### src/rtl/fsl_pkg.sv
package fsl_pkg;
  typedef enum logic {
    ST_WAIT = 1'b0,
    ST_RUN  = 1'b1
  } pin_state_e;

  typedef enum logic {
    SLOPE_NORMAL = 1'b0,
    SLOPE_FAST   = 1'b1
  } slope_e;
endpackage

### src/rtl/fsl_sync.sv
module fsl_sync #(
  parameter int unsigned W       = 1,
  parameter int unsigned STAGES  = 2,
  parameter logic [W-1:0] RST_VAL = '0
) (
  input  logic         clk_i,
  input  logic         rst_ni,
  input  logic [W-1:0] d_i,
  output logic [W-1:0] q_o
);
  logic [W-1:0] stg [STAGES];

  always_ff @(posedge clk_i or negedge rst_ni) begin
    if (!rst_ni) begin
      for (int i = 0; i < STAGES; i++) stg[i] <= RST_VAL;
    end else begin
      stg[0] <= d_i;
      for (int i = 1; i < STAGES; i++) stg[i] <= stg[i-1];
    end
  end

  assign q_o = stg[STAGES-1];
endmodule

### src/rtl/fsl_slope_latch.sv
module fsl_slope_latch
  import fsl_pkg::*;
(
  input  logic   clk_i,
  input  logic   rst_ni,
  input  logic   bat_ok_i,
  input  logic   vreg_ok_i,
  input  logic   pin_s_i,
  output logic   oe_o,
  output slope_e slope_o
);
  pin_state_e state_q;
  slope_e     slope_q;

  always_ff @(posedge clk_i or negedge rst_ni) begin
    if (!rst_ni) begin
      state_q <= ST_WAIT;
      slope_q <= SLOPE_NORMAL;
    end else if (!bat_ok_i) begin
      // battery lost: forget selection, re-arm
      state_q <= ST_WAIT;
      slope_q <= SLOPE_NORMAL;
    end else begin
      unique case (state_q)
        ST_WAIT: if (vreg_ok_i) begin
          slope_q <= pin_s_i ? SLOPE_NORMAL : SLOPE_FAST;
          state_q <= ST_RUN;
        end
        ST_RUN: ;
        default: state_q <= ST_WAIT;
      endcase
    end
  end

  assign oe_o    = (state_q == ST_RUN);
  assign slope_o = slope_q;
endmodule

### src/rtl/fsl_fault_eval.sv
module fsl_fault_eval #(
  parameter int unsigned MASK_CYC = 600
) (
  input  logic clk_i,
  input  logic rst_ni,
  input  logic txd_s_i,
  input  logic rxd_s_i,
  input  logic therm_i,
  output logic ok_o
);
  localparam int unsigned CW = (MASK_CYC > 0) ? $clog2(MASK_CYC + 1) : 1;

  logic txd_d;
  logic tx_edge;
  logic masked;
  logic mismatch;
  logic ok_q;

  always_ff @(posedge clk_i or negedge rst_ni) begin
    if (!rst_ni) txd_d <= 1'b1;
    else         txd_d <= txd_s_i;
  end

  assign tx_edge  = txd_s_i ^ txd_d;
  assign mismatch = txd_s_i ^ rxd_s_i;

  generate
    if (MASK_CYC == 0) begin : g_nomask
      assign masked = 1'b0;
    end else begin : g_mask
      logic [CW-1:0] cnt_q;
      always_ff @(posedge clk_i or negedge rst_ni) begin
        if (!rst_ni)           cnt_q <= '0;
        else if (tx_edge)      cnt_q <= CW'(MASK_CYC - 1);
        else if (cnt_q != '0)  cnt_q <= cnt_q - 1'b1;
      end
      assign masked = tx_edge | (cnt_q != '0);
    end
  endgenerate

  always_ff @(posedge clk_i or negedge rst_ni) begin
    if (!rst_ni) ok_q <= 1'b1;
    else         ok_q <= !(therm_i | (mismatch & !masked));
  end

  assign ok_o = ok_q;
endmodule

### src/rtl/fault_slope_ctrl.sv
module fault_slope_ctrl
  import fsl_pkg::*;
#(
  parameter int unsigned SYNC_STAGES = 2,
  parameter int unsigned MASK_CYC    = 600
) (
  input  logic clk_i,
  input  logic rst_ni,
  input  logic txd_i,
  input  logic rxd_i,
  input  logic therm_i,
  input  logic bat_ok_i,
  input  logic vreg_ok_i,
  input  logic pin_i,
  output logic pin_o,
  output logic pin_oe_o,
  output logic slope_fast_o
);
  logic [2:0] raw, syn;
  slope_e     slope;

  assign raw = {pin_i, rxd_i, txd_i};

  fsl_sync #(.W(3), .STAGES(SYNC_STAGES), .RST_VAL(3'b111)) u_sync (
    .clk_i (clk_i),
    .rst_ni(rst_ni),
    .d_i   (raw),
    .q_o   (syn)
  );

  fsl_slope_latch u_latch (
    .clk_i    (clk_i),
    .rst_ni   (rst_ni),
    .bat_ok_i (bat_ok_i),
    .vreg_ok_i(vreg_ok_i),
    .pin_s_i  (syn[2]),
    .oe_o     (pin_oe_o),
    .slope_o  (slope)
  );

  fsl_fault_eval #(.MASK_CYC(MASK_CYC)) u_eval (
    .clk_i  (clk_i),
    .rst_ni (rst_ni),
    .txd_s_i(syn[0]),
    .rxd_s_i(syn[1]),
    .therm_i(therm_i),
    .ok_o   (pin_o)
  );

  assign slope_fast_o = (slope == SLOPE_FAST);
endmodule

### config.mk
export PLATFORM = sky130hd
export DESIGN_NAME = fault_slope_ctrl
export DESIGN_NICKNAME = d
export VERILOG_FILES = /design/src/rtl/fsl_pkg.sv /design/src/rtl/fsl_sync.sv /design/src/rtl/fsl_slope_latch.sv /design/src/rtl/fsl_fault_eval.sv /design/src/rtl/fault_slope_ctrl.sv
export SDC_FILE = /design/constraint.sdc
export NUM_CORES = 1
export LEC_CHECK = 0
export BUFFER_PORTS_ARGS = -buffer_cell sky130_fd_sc_hd__buf_4
export CAP_MARGIN = 15
export CORE_MARGIN = 5
export CORE_UTILIZATION = 54
export CTS_CLUSTER_SIZE = 10
export DETAILED_ROUTE_END_ITERATION = 7
export GPL_TIMING_DRIVEN = 0
export PLACE_DENSITY = 0.81
export SETUP_SLACK_MARGIN = 0.5
export SYNTH_ARGS = -nofsm -noshare
export SYNTH_HDL_FRONTEND = slang
export SYNTH_SLANG_ARGS = --single-unit
### constraint.sdc
create_clock -name clk_i -period 2.1 [get_ports clk_i]
set_clock_uncertainty 0.15 [all_clocks]
set_input_delay 0.21 -clock clk_i [delete_from_list [all_inputs] [get_ports clk_i]]
set_output_delay 0.21 -clock clk_i [all_outputs]
set_load 0.03 [all_outputs]
# Yosys cells after proc, flatten, opt, wreduce, memory -nomap -nowiden
# Index checks and enable logic that the tools add are counted.
classes:
  addsub: 1
  eq_ne: 2
  muxes: 9
  bitwise_logic: 5
  n_reduce_logical: 5
op_table:
  columns: ["operator", "count"]
  rows:
  - ["10-bit 2-to-1 mux", 2]
  - ["10-bit nonzero test", 1]
  - ["10-bit by 1-bit subtractor with 10-bit output, second input constant", 1]
  - ["1-bit 2-to-1 mux", 7]
  - ["1-bit zero test", 2]
  - ["2-bit by 1-bit != test with 1-bit output, second input constant", 1]
  - ["2-bit != test, second input constant", 1]
  - ["1-bit OR", 2]
  - ["2-bit AND reduction", 1]
  - ["2-bit nonzero test", 1]
  - ["1-bit XOR", 2]
  - ["1-bit bitwise AND", 1]
word_totals:
  regBits: 20
  inputBits: 8
  output_inout_bits: 3

# Logic depth before layout (Yosys ltp)
# Gate-level depths: netlist of the first run.
logic_depth:
  depth_word: 6
  ltp_mapped: 6

# Modules after synthesis
# A second synthesis of the first run with hierarchy kept.
unflattened:
  cells_unflattened: 77
  hier_area_um2: 910.9
by_module_without_submodules:
  columns: ["module", "n_inst", "cells_per_inst", "area_each_um2"]
  rows:
  - ["fsl_fault_eval", 1, 62, 645.6]
  - ["fsl_sync", 1, 9, 180.2]
  - ["fsl_slope_latch", 1, 6, 85.1]

# Worst setup path before layout of the first run
# Ideal clock, no wire load.
synth_timing:
  path_kind: "reg2reg"
  start: "register u_eval.g_mask.cnt_q[6]"
  end: "register u_eval.g_mask.cnt_q[5]"
  setup_time_ps: 129
  t_arrival_ps: 1371
  required_time_ps: 1821
  path_slack_ps: 450
  path_stages_with_launch: 5
  path_buffers: 0
  period_less_slack_ps: 1650
  path_cell_list: "dfrtp_1 or4_4 o311ai_2 xor2_1 nor2_1"
synth_via:
  elab_chain_cells: 2
synth_lines:
  columns: ["element", "line_no", "source"]
  rows:
  - ["from (decl)", "fsl_fault_eval.sv:31", "logic [CW-1:0] cnt_q;"]
  - ["from (signal assigned)", "fsl_fault_eval.sv:34", "else if (tx_edge) cnt_q <= CW'(MASK_CYC - 1);"]
  - ["from (signal assigned)", "fsl_fault_eval.sv:35", "else if (cnt_q != '0) cnt_q <= cnt_q - 1'b1;"]
  - ["10-bit nonzero test", "fsl_fault_eval.sv:35", null]
  - ["2-bit nonzero test (no source line)", null, null]
# Every way passes these cells.
# A chain may end at the register's enable or synchronous reset.

# Worst setup path after layout of the first run
layout_timing:
  start: "register u_eval.g_mask.cnt_q[5]"
  end: "register u_eval.g_mask.cnt_q[5]"
layout_via:
  elab_chain_cells: 3
layout_lines:
  columns: ["element", "line_no"]
  rows:
  - ["10-bit by 1-bit subtractor with 10-bit output", "fsl_fault_eval.sv:35"]
  - ["10-bit 2-to-1 mux", "fsl_fault_eval.sv:35"]
  - ["10-bit 2-to-1 mux", "fsl_fault_eval.sv:34"]
# Parallel ways exist; a longest one is shown, timed or not. The select of a mux whose other input is x is not followed.

==> impl_metrics.json, run 1 <==
{
  "status": "completed",
  "layout.cells.non_filler": 119,
  "drive_above_1_share_pct": 40.8,
  "globalplace.congestion": 0.870,
  "stdcell_area_um2": 1200,
  "final_hold_viol_count": 0,
  "n_antenna_cell": 0,
  "dp_hpwl_mm": 1.17,
  "worstSetupEndpointType": "register",
  "grt_overflow_total": 0,
  "path_cells": "or4_4, o311ai_4, xor2_1, nor2_1",
  "cp_max_fo": 4,
  "worstHoldPathType": "in2async",
  "required_ns": 2.14,
  "io_pins": 11,
  "crit_slowest_cell": "or4_4",
  "vias_per_cell": 5.63,
  "synthToLayoutAreaGrowth_pct": 35.4,
  "drt_iter0_drc": 19,
  "cts_made_buffers": 3,
  "synth_seq_cells": 20,
  "antenna_found_initial": 0,
  "fill_cells": 96,
  "cts_buffer_depth": 2,
  "start_kind": "register",
  "p_per_area_nw_per_um2": 601,
  "placed_area_um2": 978,
  "start_util_pct": 58.0,
  "ys_warn_count": 0,
  "wl_per_cell_um": 15.5,
  "cts_root_buf": "clkbuf_4",
  "crit_type": "reg2reg",
  "peakVddDrop_v": 0.000479,
  "tns_ns": 0,
  "cp.arrival_ns": 1.83,
  "clock_latency_ns": 0.31,
  "slowest_delay_ns": 0.58,
  "grt_pass1_vias": 604,
  "clock_sinks": 20,
  "clk_pin_slew_ns": 0.11,
  "leakage_uw": 0.000479,
  "die_h_um": 50.4,
  "syn_area_per_cell_um2": 11.3,
  "grt_pass1_wl_mm": 2.93,
  "cap_violations": 0,
  "vias": 670,
  "final_cell_mix": "buf_4 (13), nor2_1 (11), dfrtp_1 (9)",
  "maxSlewHeadroom_pct": 58.1,
  "hold_ws_ns": 0.144,
  "place_inst": 104,
  "fin_crit_ns": 1.78,
  "dieArea_um2": 2540,
  "crit_family": "simple AND/OR/NAND/NOR gates",
  "port_buffers": 10,
  "rsz0062_at_grt": "yes",
  "finalMaxSlewViolations": 0,
  "ant_nets": 0,
  "final_nets": 113,
  "final_common_cell": "buf_4",
  "grt_max_degree": 21,
  "max_freq_mhz": 561,
  "critPathBufInv": 0,
  "finalCritPeriodShare_pct": 84.9,
  "grt_usage_pct": 14.9,
  "synth_fp_nets": 87,
  "tightestPinTransition_ns": 0.624,
  "ys_seq_area_share_pct": 57.8,
  "syn_inst": 78,
  "num_rows": 14,
  "firstDrtPassIters": 4,
  "die_x_um": 50.4,
  "synth_area_um2": 883,
  "drc": 0,
  "routed_wl_mm": 1.85,
  "htreeDepth": 1,
  "cts_tree": "yes",
  "core_um2": 1520,
  "finalSetupViolCount": 0,
  "ys_types": 30
}
==> synth_stat cells, drive strengths merged <==
cell	instances	area, µm²
a211oi	1	7.51
a21boi	1	7.51
a21oi	3	15.0
a31o	1	8.76
and2	1	6.26
dfrtp	12	300
dfstp	8	210
ha	1	12.5
inv	3	11.3
mux2i	3	30.0
nand2	7	26.3
nand2b	1	8.76
nand3	2	15.0
nand3b	1	7.51
nor2	11	41.3
nor2b	3	18.8
nor3	3	20.0
nor4	2	18.8
o211ai	1	7.51
o21a	1	7.51
o21ai	2	10.0
o311ai	1	16.3
or3	2	12.5
or4	1	11.3
xnor2	3	26.3
xor2	3	26.3
==> kinds of logic (layout without fill, tap and decap cells) <==
kind of cell | after synthesis | after routing | synth area share (%)
AOI/OAI and AO/OA | 11 | 11 | 9.07
xor gates and xnor gates | 6 | 6 | 5.95
adders and majority gates | 1 | 1 | 1.42
buffers and inverters | 3 | 28 | 1.27
DFF | 20 | 20 | 57.8
muxes | 3 | 3 | 3.40
and+or+nand+nor | 34 | 34 | 21.1
==> state kept, by name, summed over array words and instances, names as in the netlist <==
| signal | cells |
|---|---|
| u_eval.g_mask.cnt_q | 10 |
| u_sync.q_o | 3 |
| u_sync.stg | 3 |
| u_eval.ok_o | 1 |
| u_eval.txd_d | 1 |
| u_latch.oe_o | 1 |
| u_latch.slope_o | 1 |
==> routing by layer <==
| metal | routed length [µm] | track usage, % | up-vias | share of wire [%] |
|---|---|---|---|---|
| li1 | - | - | 319 | - |
| met1 | 751 | 19.4 | 326 | 41 |
| met2 | 969 | 24.0 | 18 | 52 |
| met3 | 90 | 4.44 | 7 | 4.9 |
| met4 | 38 | 3.83 | 0 | 2.1 |
| met5 | 0 | 0 | - | 0 |
==> power by group <==
group | total [µW] | leakage (µW) | switching, µW | internal, µW
combinational | 97.1 | 0.000244 | 47.1 | 50.0
sequential | 432 | 0.000220 | 21.3 | 411
clock | 189 | 0.0000150 | 115 | 74.1
total | 718 | 0.000479 | 183 | 535
==> through the flow <==
stage	total power [µW]	util, %	setup WS [ns]
after floorplan	472	-	0.450
after detailed placement	507	64.2	0.332
after global routing	759	78.5	0.220
final	718	78.5	0.316
after CTS	704	72.0	0.340
after global placement	501	64.2	0.401
==> worst register-to-register path: cells and delay by family (launching register included) <==
| family | cells | cell delay, ns |
|---|---|---|
| and+or+nand+nor | 2 | 0.65 |
| AOI/OAI and AO/OA | 1 | 0.23 |
| xor gates and xnor gates | 1 | 0.19 |
| DFF | 1 | 0.45 |
==> final cells by class <==
| type | instances | area, µm² | share of cell area (%) |
|---|---|---|---|
| inverter | 3 | 11.3 | 0.941 |
| timing repair buffer | 21 | 178 | 14.9 |
| tap | 16 | 20.0 | 1.67 |
| clock buffer | 4 | 26.3 | 2.20 |
| multi-input combinational | 55 | 447 | 37.3 |
| sequential | 20 | 514 | 43.0 |
==> what timing repair did <==
item,in CTS,in global routing
setup buffers,0,3
hold endpoints to repair,25,1
hold buffers,7,1
endpoints found under the setup margin,10,11
resized for setup,4,14
gates cloned,0,0
pin swaps,1,5
==> worst paths after layout <==
check / cells after the start / slack, ns / start / end
worst max-delay path: 4 / 0.32 / u_eval.g_mask.cnt_q[5] / u_eval.g_mask.cnt_q[5]
worst min-delay path: 2 / 0.14 / rst_ni / u_eval.g_mask.cnt_q[9]
worst max register to register: 4 / 0.32 / u_eval.g_mask.cnt_q[5] / u_eval.g_mask.cnt_q[5]
worst min register to register: 0 / 0.20 / u_sync.stg[5] / u_sync.q_o[2]
max in group asynchronous: 2 / 1.38 / rst_ni / u_eval.ok_o
min in group clk_i: 0 / 0.20 / u_sync.stg[5] / u_sync.q_o[2]
Note: power is estimated with default switching activity, not from simulation.
==> run 2, diff against run 1 <==
==> constraint.sdc (replaced) <==
create_clock -name clk_i -period 1.8 [get_ports clk_i]
set_clock_uncertainty 0.15 [all_clocks]
set_input_delay 0.18 -clock clk_i [delete_from_list [all_inputs] [get_ports clk_i]]
set_output_delay 0.18 -clock clk_i [all_outputs]
set_load 0.03 [all_outputs]
==> run 2 against run 1 <==
- combinational power rose by 27%
- total power rose by 39%
- critical path depth unchanged
- sequential power rose by 17%
- die area is the same
- clock power up 95%
- register-to-register slack got worse by 0.26 ns
- non-clock buffer count increased by 5
- hold slack got worse by 0.022 ns
- count of clock-buffer cells in the layout down 1
- setup slack got worse by 0.26 ns
- design area grew 6.1%
==> impl_metrics.json, run 2 (synthesized netlist as in run 1, its figures left out) <==
{
  "status": "completed",
  "finalCritPeriodShare_pct": 97.1,
  "htreeDepth": 1,
  "clk_pin_slew_ns": 0.12,
  "dieArea_um2": 2540,
  "cts_buffer_depth": 2,
  "required_ns": 1.83,
  "num_rows": 14,
  "fin_crit_ns": 1.75,
  "slowest_delay_ns": 0.53,
  "largest_register_ffs": 10,
  "wl_per_cell_um": 14.6,
  "routed_wl_mm": 1.81,
  "max_freq_mhz": 572,
  "crit_slowest_cell": "or4_4",
  "hold_ws_ns": 0.122,
  "final_common_cell": "buf_4",
  "crit_family": "simple AND/OR/NAND/NOR gates",
  "cts_tree": "yes",
  "final_cell_mix": "buf_4 (16), nor2_1 (10), dfrtp_1 (10)",
  "leakage_uw": 0.000523,
  "final_nets": 118,
  "maxSlewHeadroom_pct": 59.8,
  "worstSetupEndpointType": "register",
  "vias_per_cell": 5.24,
  "crit_type": "reg2reg",
  "final_hold_viol_count": 0,
  "ant_nets": 0,
  "grt_usage_pct": 14.8,
  "io_pins": 11,
  "drt_iter0_drc": 2,
  "clock_sinks": 20,
  "start_kind": "register",
  "cts_made_buffers": 3,
  "port_buffers": 10,
  "final_util_pct": 83.3,
  "cp.arrival_ns": 1.78,
  "grt_pass1_wl_mm": 2.83,
  "tightestPinTransition_ns": 0.598,
  "cp_max_fo": 5,
  "drive_above_1_share_pct": 47.2,
  "rsz0062_at_grt": "yes",
  "finalSetupViolCount": 0,
  "grt_max_degree": 21,
  "cts_root_buf": "clkbuf_4",
  "p_total_uw": 998,
  "largest-register": "u_eval.g_mask.cnt_q",
  "globalplace.congestion": 0.779,
  "synthToLayoutAreaGrowth_pct": 43.6,
  "peakVddDrop_v": 0.000703,
  "dp_hpwl_mm": 1.11,
  "fill_cells": 91,
  "n_antenna_cell": 0,
  "p_per_area_nw_per_um2": 786,
  "die_x_um": 50.4,
  "firstDrtPassIters": 2,
  "clock_latency_ns": 0.30,
  "vias": 650,
  "worstHoldPathType": "in2async",
  "die_h_um": 50.4,
  "grt_overflow_total": 0,
  "antenna_found_initial": 0,
  "cap_violations": 0,
  "drc": 0,
  "path_cells": "or4_4, o311ai_4, xor2_1, nor2_1",
  "start_util_pct": 58.0,
  "critPathBufInv": 0,
  "grt_pass1_vias": 654,
  "finalMaxSlewViolations": 0,
  "core_um2": 1520
}
-- run 2: routing by layer --
metal | share of wire (%) | up-vias | track usage, %
met2 | 57 | 5 | 25.4
li1 | - | 329 | -
met1 | 40 | 316 | 17.1
met4 | 0 | 0 | 6.81
met5 | 0 | - | 0
met3 | 2.2 | 0 | 3.55
-- run 2: path summary, 6_finish.rpt --
path                                        startpoint  slack [ns]                endpoint  depth (start not counted)
worst max-delay path            u_eval.g_mask.cnt_q[4]        0.05  u_eval.g_mask.cnt_q[5]                          4
worst min-delay path                            rst_ni        0.12  u_eval.g_mask.cnt_q[9]                          2
worst max register to register  u_eval.g_mask.cnt_q[4]        0.05  u_eval.g_mask.cnt_q[5]                          4
worst min register to register           u_sync.stg[3]        0.21           u_sync.q_o[0]                          0
max in group asynchronous                       rst_ni        1.11            u_eval.txd_d                          2
min in group clk_i                       u_sync.stg[3]        0.21           u_sync.q_o[0]                          0
-- run 2: area by class of cell --
class / instances / area, µm² / area share [%]
clock inverter: 1 / 30.0 / 2.37
clock buffer: 3 / 22.5 / 1.78
timing repair buffer: 26 / 224 / 17.7
tap: 16 / 20.0 / 1.58
inverter: 3 / 11.3 / 0.888
sequential: 20 / 513 / 40.4
multi-input combinational: 55 / 448 / 35.3
-- run 2: per-stage QoR --
step	instances	instance area, µm²	worst slack [ns]	TNS, ns
after global routing	124	1270	-0.0208	-0.0208
after CTS	118	1150	0.0747	0
after floorplan	78	886	0.150	0
final	124	1270	0.0522	0
after global placement	104	981	0.112	0
after detailed placement	104	981	0.0642	0
-- run 2: power breakdown --
part	switching [µW]	internal, µW
clock network	144	225
logic	57.8	65.6
registers	25.2	481
-- run 2: what timing repair did --
| action | in CTS | in global routing |
|---|---|---|
| resized for setup | 4 | 18 |
| hold endpoints to repair | 26 | 0 |
| setup buffers | 3 | 6 |
| pin swaps | 4 | 7 |
| endpoints found under the setup margin | 12 | 12 |
| hold buffers | 7 | 0 |
==> run 3, diff against run 2 <==
--- a/config.mk
+++ b/config.mk
@@ -5,14 +5,15 @@
 export SDC_FILE = /design/constraint.sdc
 export NUM_CORES = 1
 export LEC_CHECK = 0
+export ABC_AREA = 1
 export BUFFER_PORTS_ARGS = -buffer_cell sky130_fd_sc_hd__buf_4
 export CAP_MARGIN = 15
 export CORE_MARGIN = 5
-export CORE_UTILIZATION = 54
+export CORE_UTILIZATION = 55
 export CTS_CLUSTER_SIZE = 10
 export DETAILED_ROUTE_END_ITERATION = 7
 export GPL_TIMING_DRIVEN = 0
-export PLACE_DENSITY = 0.81
+export PLACE_DENSITY = 0.82
 export SETUP_SLACK_MARGIN = 0.5
 export SYNTH_ARGS = -nofsm -noshare
 export SYNTH_HDL_FRONTEND = slang
==> run 3 against run 2 <==
- fmax increased by 15%
- via count is 14% higher
- total power decreased by 0.69%
- clock power down 3%
- area after synthesis is 7.9% higher
- global-route usage grew 1.4 points
- sequential cell count is the same
- final cell count increased by 15%
- combinational power is 7% higher
- largest cell class unchanged
==> impl_metrics.json, run 3 <==
{
  "antenna_found_initial": 0,
  "clock_sinks": 20,
  "stdcell_area_um2": 1240,
  "cts_made_buffers": 3,
  "peakVddDrop_v": 0.000817,
  "ys_warn_count": 0,
  "firstDrtPassIters": 4,
  "finalSetupViolCount": 0,
  "cts_buffer_depth": 2,
  "syn_inst": 101,
  "core_um2": 1690,
  "maxSlewHeadroom_pct": 76.5,
  "cap_violations": 0,
  "fin_crit_ns": 1.52,
  "htreeDepth": 1,
  "wl_per_cell_um": 13.5,
  "crit_type": "reg2reg",
  "grt_overflow_total": 0,
  "synthToLayoutAreaGrowth_pct": 30.4,
  "sequentialPowerShare_pct": 50.6,
  "vias": 738,
  "gr-usage-met2_pct": 31.8,
  "globalplace.congestion": 0.827,
  "status": "completed",
  "grt_pass1_vias": 730,
  "final_common_cell": "inv_1",
  "p_per_area_nw_per_um2": 797,
  "cts_tree": "yes",
  "post-synth-top-count-cell": "inv_1",
  "clk_pin_slew_ns": 0.11,
  "required_ns": 1.84,
  "leakage_uw": 0.000624,
  "met3_usage_pct": 2.29,
  "synth_seq_cells": 20,
  "vias_per_cell": 5.20,
  "power_frac_comb_pct": 13.3,
  "grt_pass1_wl_mm": 3.24,
  "final_cell_mix": "inv_1 (14), nand2_1 (13)",
  "cpMostUsedCell": "inv_2",
  "slowest_delay_ns": 0.42,
  "crit_slowest_cell": "dfrtp_1",
  "met1_usage_pct": 18.1,
  "drive_above_1_share_pct": 35.2,
  "tns_ns": 0,
  "finalCritPeriodShare_pct": 84.7,
  "synth_area_um2": 953,
  "worstHoldPathType": "in2async",
  "power.share.clock_pct": 36.1,
  "cts_root_buf": "clkbuf_4",
  "io_pins": 11,
  "grt_usage_pct": 16.2,
  "ys.flop_type": "dfrtp_1",
  "synth_area_leaders": "dfrtp_1 (31%), dfstp_2 (22%), nand3_1 (7.3%), inv_1 (6.7%), nand2_1 (5.5%)",
  "finalMaxSlewViolations": 0,
  "tightestPinTransition_ns": 0.353,
  "worstSetupEndpointType": "register",
  "synthTopCellsByCount": "inv_1 (17), nand2_1 (14), nand3_1 (14), nor2_1 (14), dfrtp_1 (12)",
  "routed_wl_mm": 1.91,
  "ys_types": 23,
  "p_int_uw": 767,
  "die_h_um": 51.6,
  "top_usage_layer": "met2",
  "rsz0062_at_grt": "yes",
  "path_cells": "inv_2, ha_4, inv_2, nor2_4, nand2_4, nor2_8, nand3_4, inv_2, nor2_1",
  "n_antenna_cell": 0,
  "cp_max_fo": 5,
  "largest-register": "u_eval.g_mask.cnt_q",
  "cp.arrival_ns": 1.57,
  "drc": 0,
  "grt_max_degree": 21,
  "async_flop_share_pct": 100,
  "final_nets": 135,
  "start_kind": "register",
  "synth_top_area_share_pct": 31.5,
  "largest_register_ffs": 10,
  "dieArea_um2": 2670,
  "die_x_um": 51.6,
  "synth_edf_count": 0,
  "ant_nets": 0,
  "placed_area_um2": 1080,
  "switching_share_pct": 22.6,
  "drt_iter0_drc": 11,
  "final_hold_viol_count": 0,
  "clock_latency_ns": 0.30,
  "start_util_pct": 56.4,
  "port_buffers": 10,
  "ys_seq_area_share_pct": 53.5,
  "syn_area_per_cell_um2": 9.44,
  "synth_fp_nets": 110,
  "max_freq_mhz": 656,
  "num_rows": 15,
  "switchingPower_uw": 223,
  "synth_top_cell_by_area": "dfrtp_1",
  "dp_hpwl_mm": 1.27
}
-- run 3: path summary, 6_finish.rpt --
path                                        startpoint                endpoint  slack, ns  cells past startpoint
max in group asynchronous                       rst_ni           u_sync.stg[3]       1.10                      2
worst min register to register           u_sync.stg[5]           u_sync.q_o[2]       0.22                      0
worst max register to register  u_eval.g_mask.cnt_q[0]  u_eval.g_mask.cnt_q[5]       0.28                      9
min in group clk_i                       u_sync.stg[5]           u_sync.q_o[2]       0.22                      0
worst max-delay path            u_eval.g_mask.cnt_q[0]  u_eval.g_mask.cnt_q[5]       0.28                      9
worst min-delay path                            rst_ni  u_eval.g_mask.cnt_q[0]       0.13                      2
-- run 3: kinds of logic after synthesis --
logic type | after synthesis | share of synthesized area (%)
and+or+nand+nor | 52 | 28.7
DFF | 20 | 53.5
buffers and inverters | 18 | 7.09
AOI/OAI and AO/OA | 7 | 4.59
xor gates and xnor gates | 3 | 4.73
adders and majority gates | 1 | 1.31
-- run 3: timing repair --
item,in CTS,in global routing
endpoints found under the hold margin,26,0
setup endpoints to repair,12,12
pin swaps,4,0
resized for setup,4,1
hold buffers,7,0
buffers inserted,2,1
gates cloned,0,0
-- run 3: layout make-up --
| class | instances | area [µm²] |
|---|---|---|
| Inverter | 18 | 67.6 |
| Fill cell | 120 | 445 |
| Sequential cell | 20 | 510 |
| Tap cell | 17 | 21.3 |
| Clock buffer | 3 | 22.5 |
| Timing Repair Buffer | 20 | 171 |
| Clock inverter | 1 | 30.0 |
| Multi-Input combinational cell | 63 | 420 |
-- run 3: power by group through the flow --
stage                     combinational (µW)  clock (µW)  sequential (µW)
after CTS                                132         368              500
after global placement                   102           0              506
after floorplan                         58.8           0              513
after detailed placement                 107           0              508
after global routing                     149         386              504
final                                    132         358              501
-- run 3: critical path, delay by kind of cell (launching register included) --
family	cells	cell delay, ns
and+or+nand+nor	5	0.49
DFF	1	0.42
buffers and inverters	3	0.22
adders and majority gates	1	0.12
-- run 3: metal layers --
layer	up-vias	wire [µm]
li1	366	-
met1	353	757
met2	17	1080
met3	2	65
met4	0	12
met5	-	0
-- run 3: through the flow --
stage	cells	util, %	setup WS [ns]	hold WS, ns	total power, µW
after detailed placement	128	64.2	0.201	-0.0831	615
after global placement	128	64.2	0.247	-0.0818	608
final	142	73.6	0.276	0.130	991
after floorplan	101	-	0.359	-0.266	572
after global routing	142	73.6	0.194	0.128	1040
after CTS	141	73.2	0.289	0.129	1000
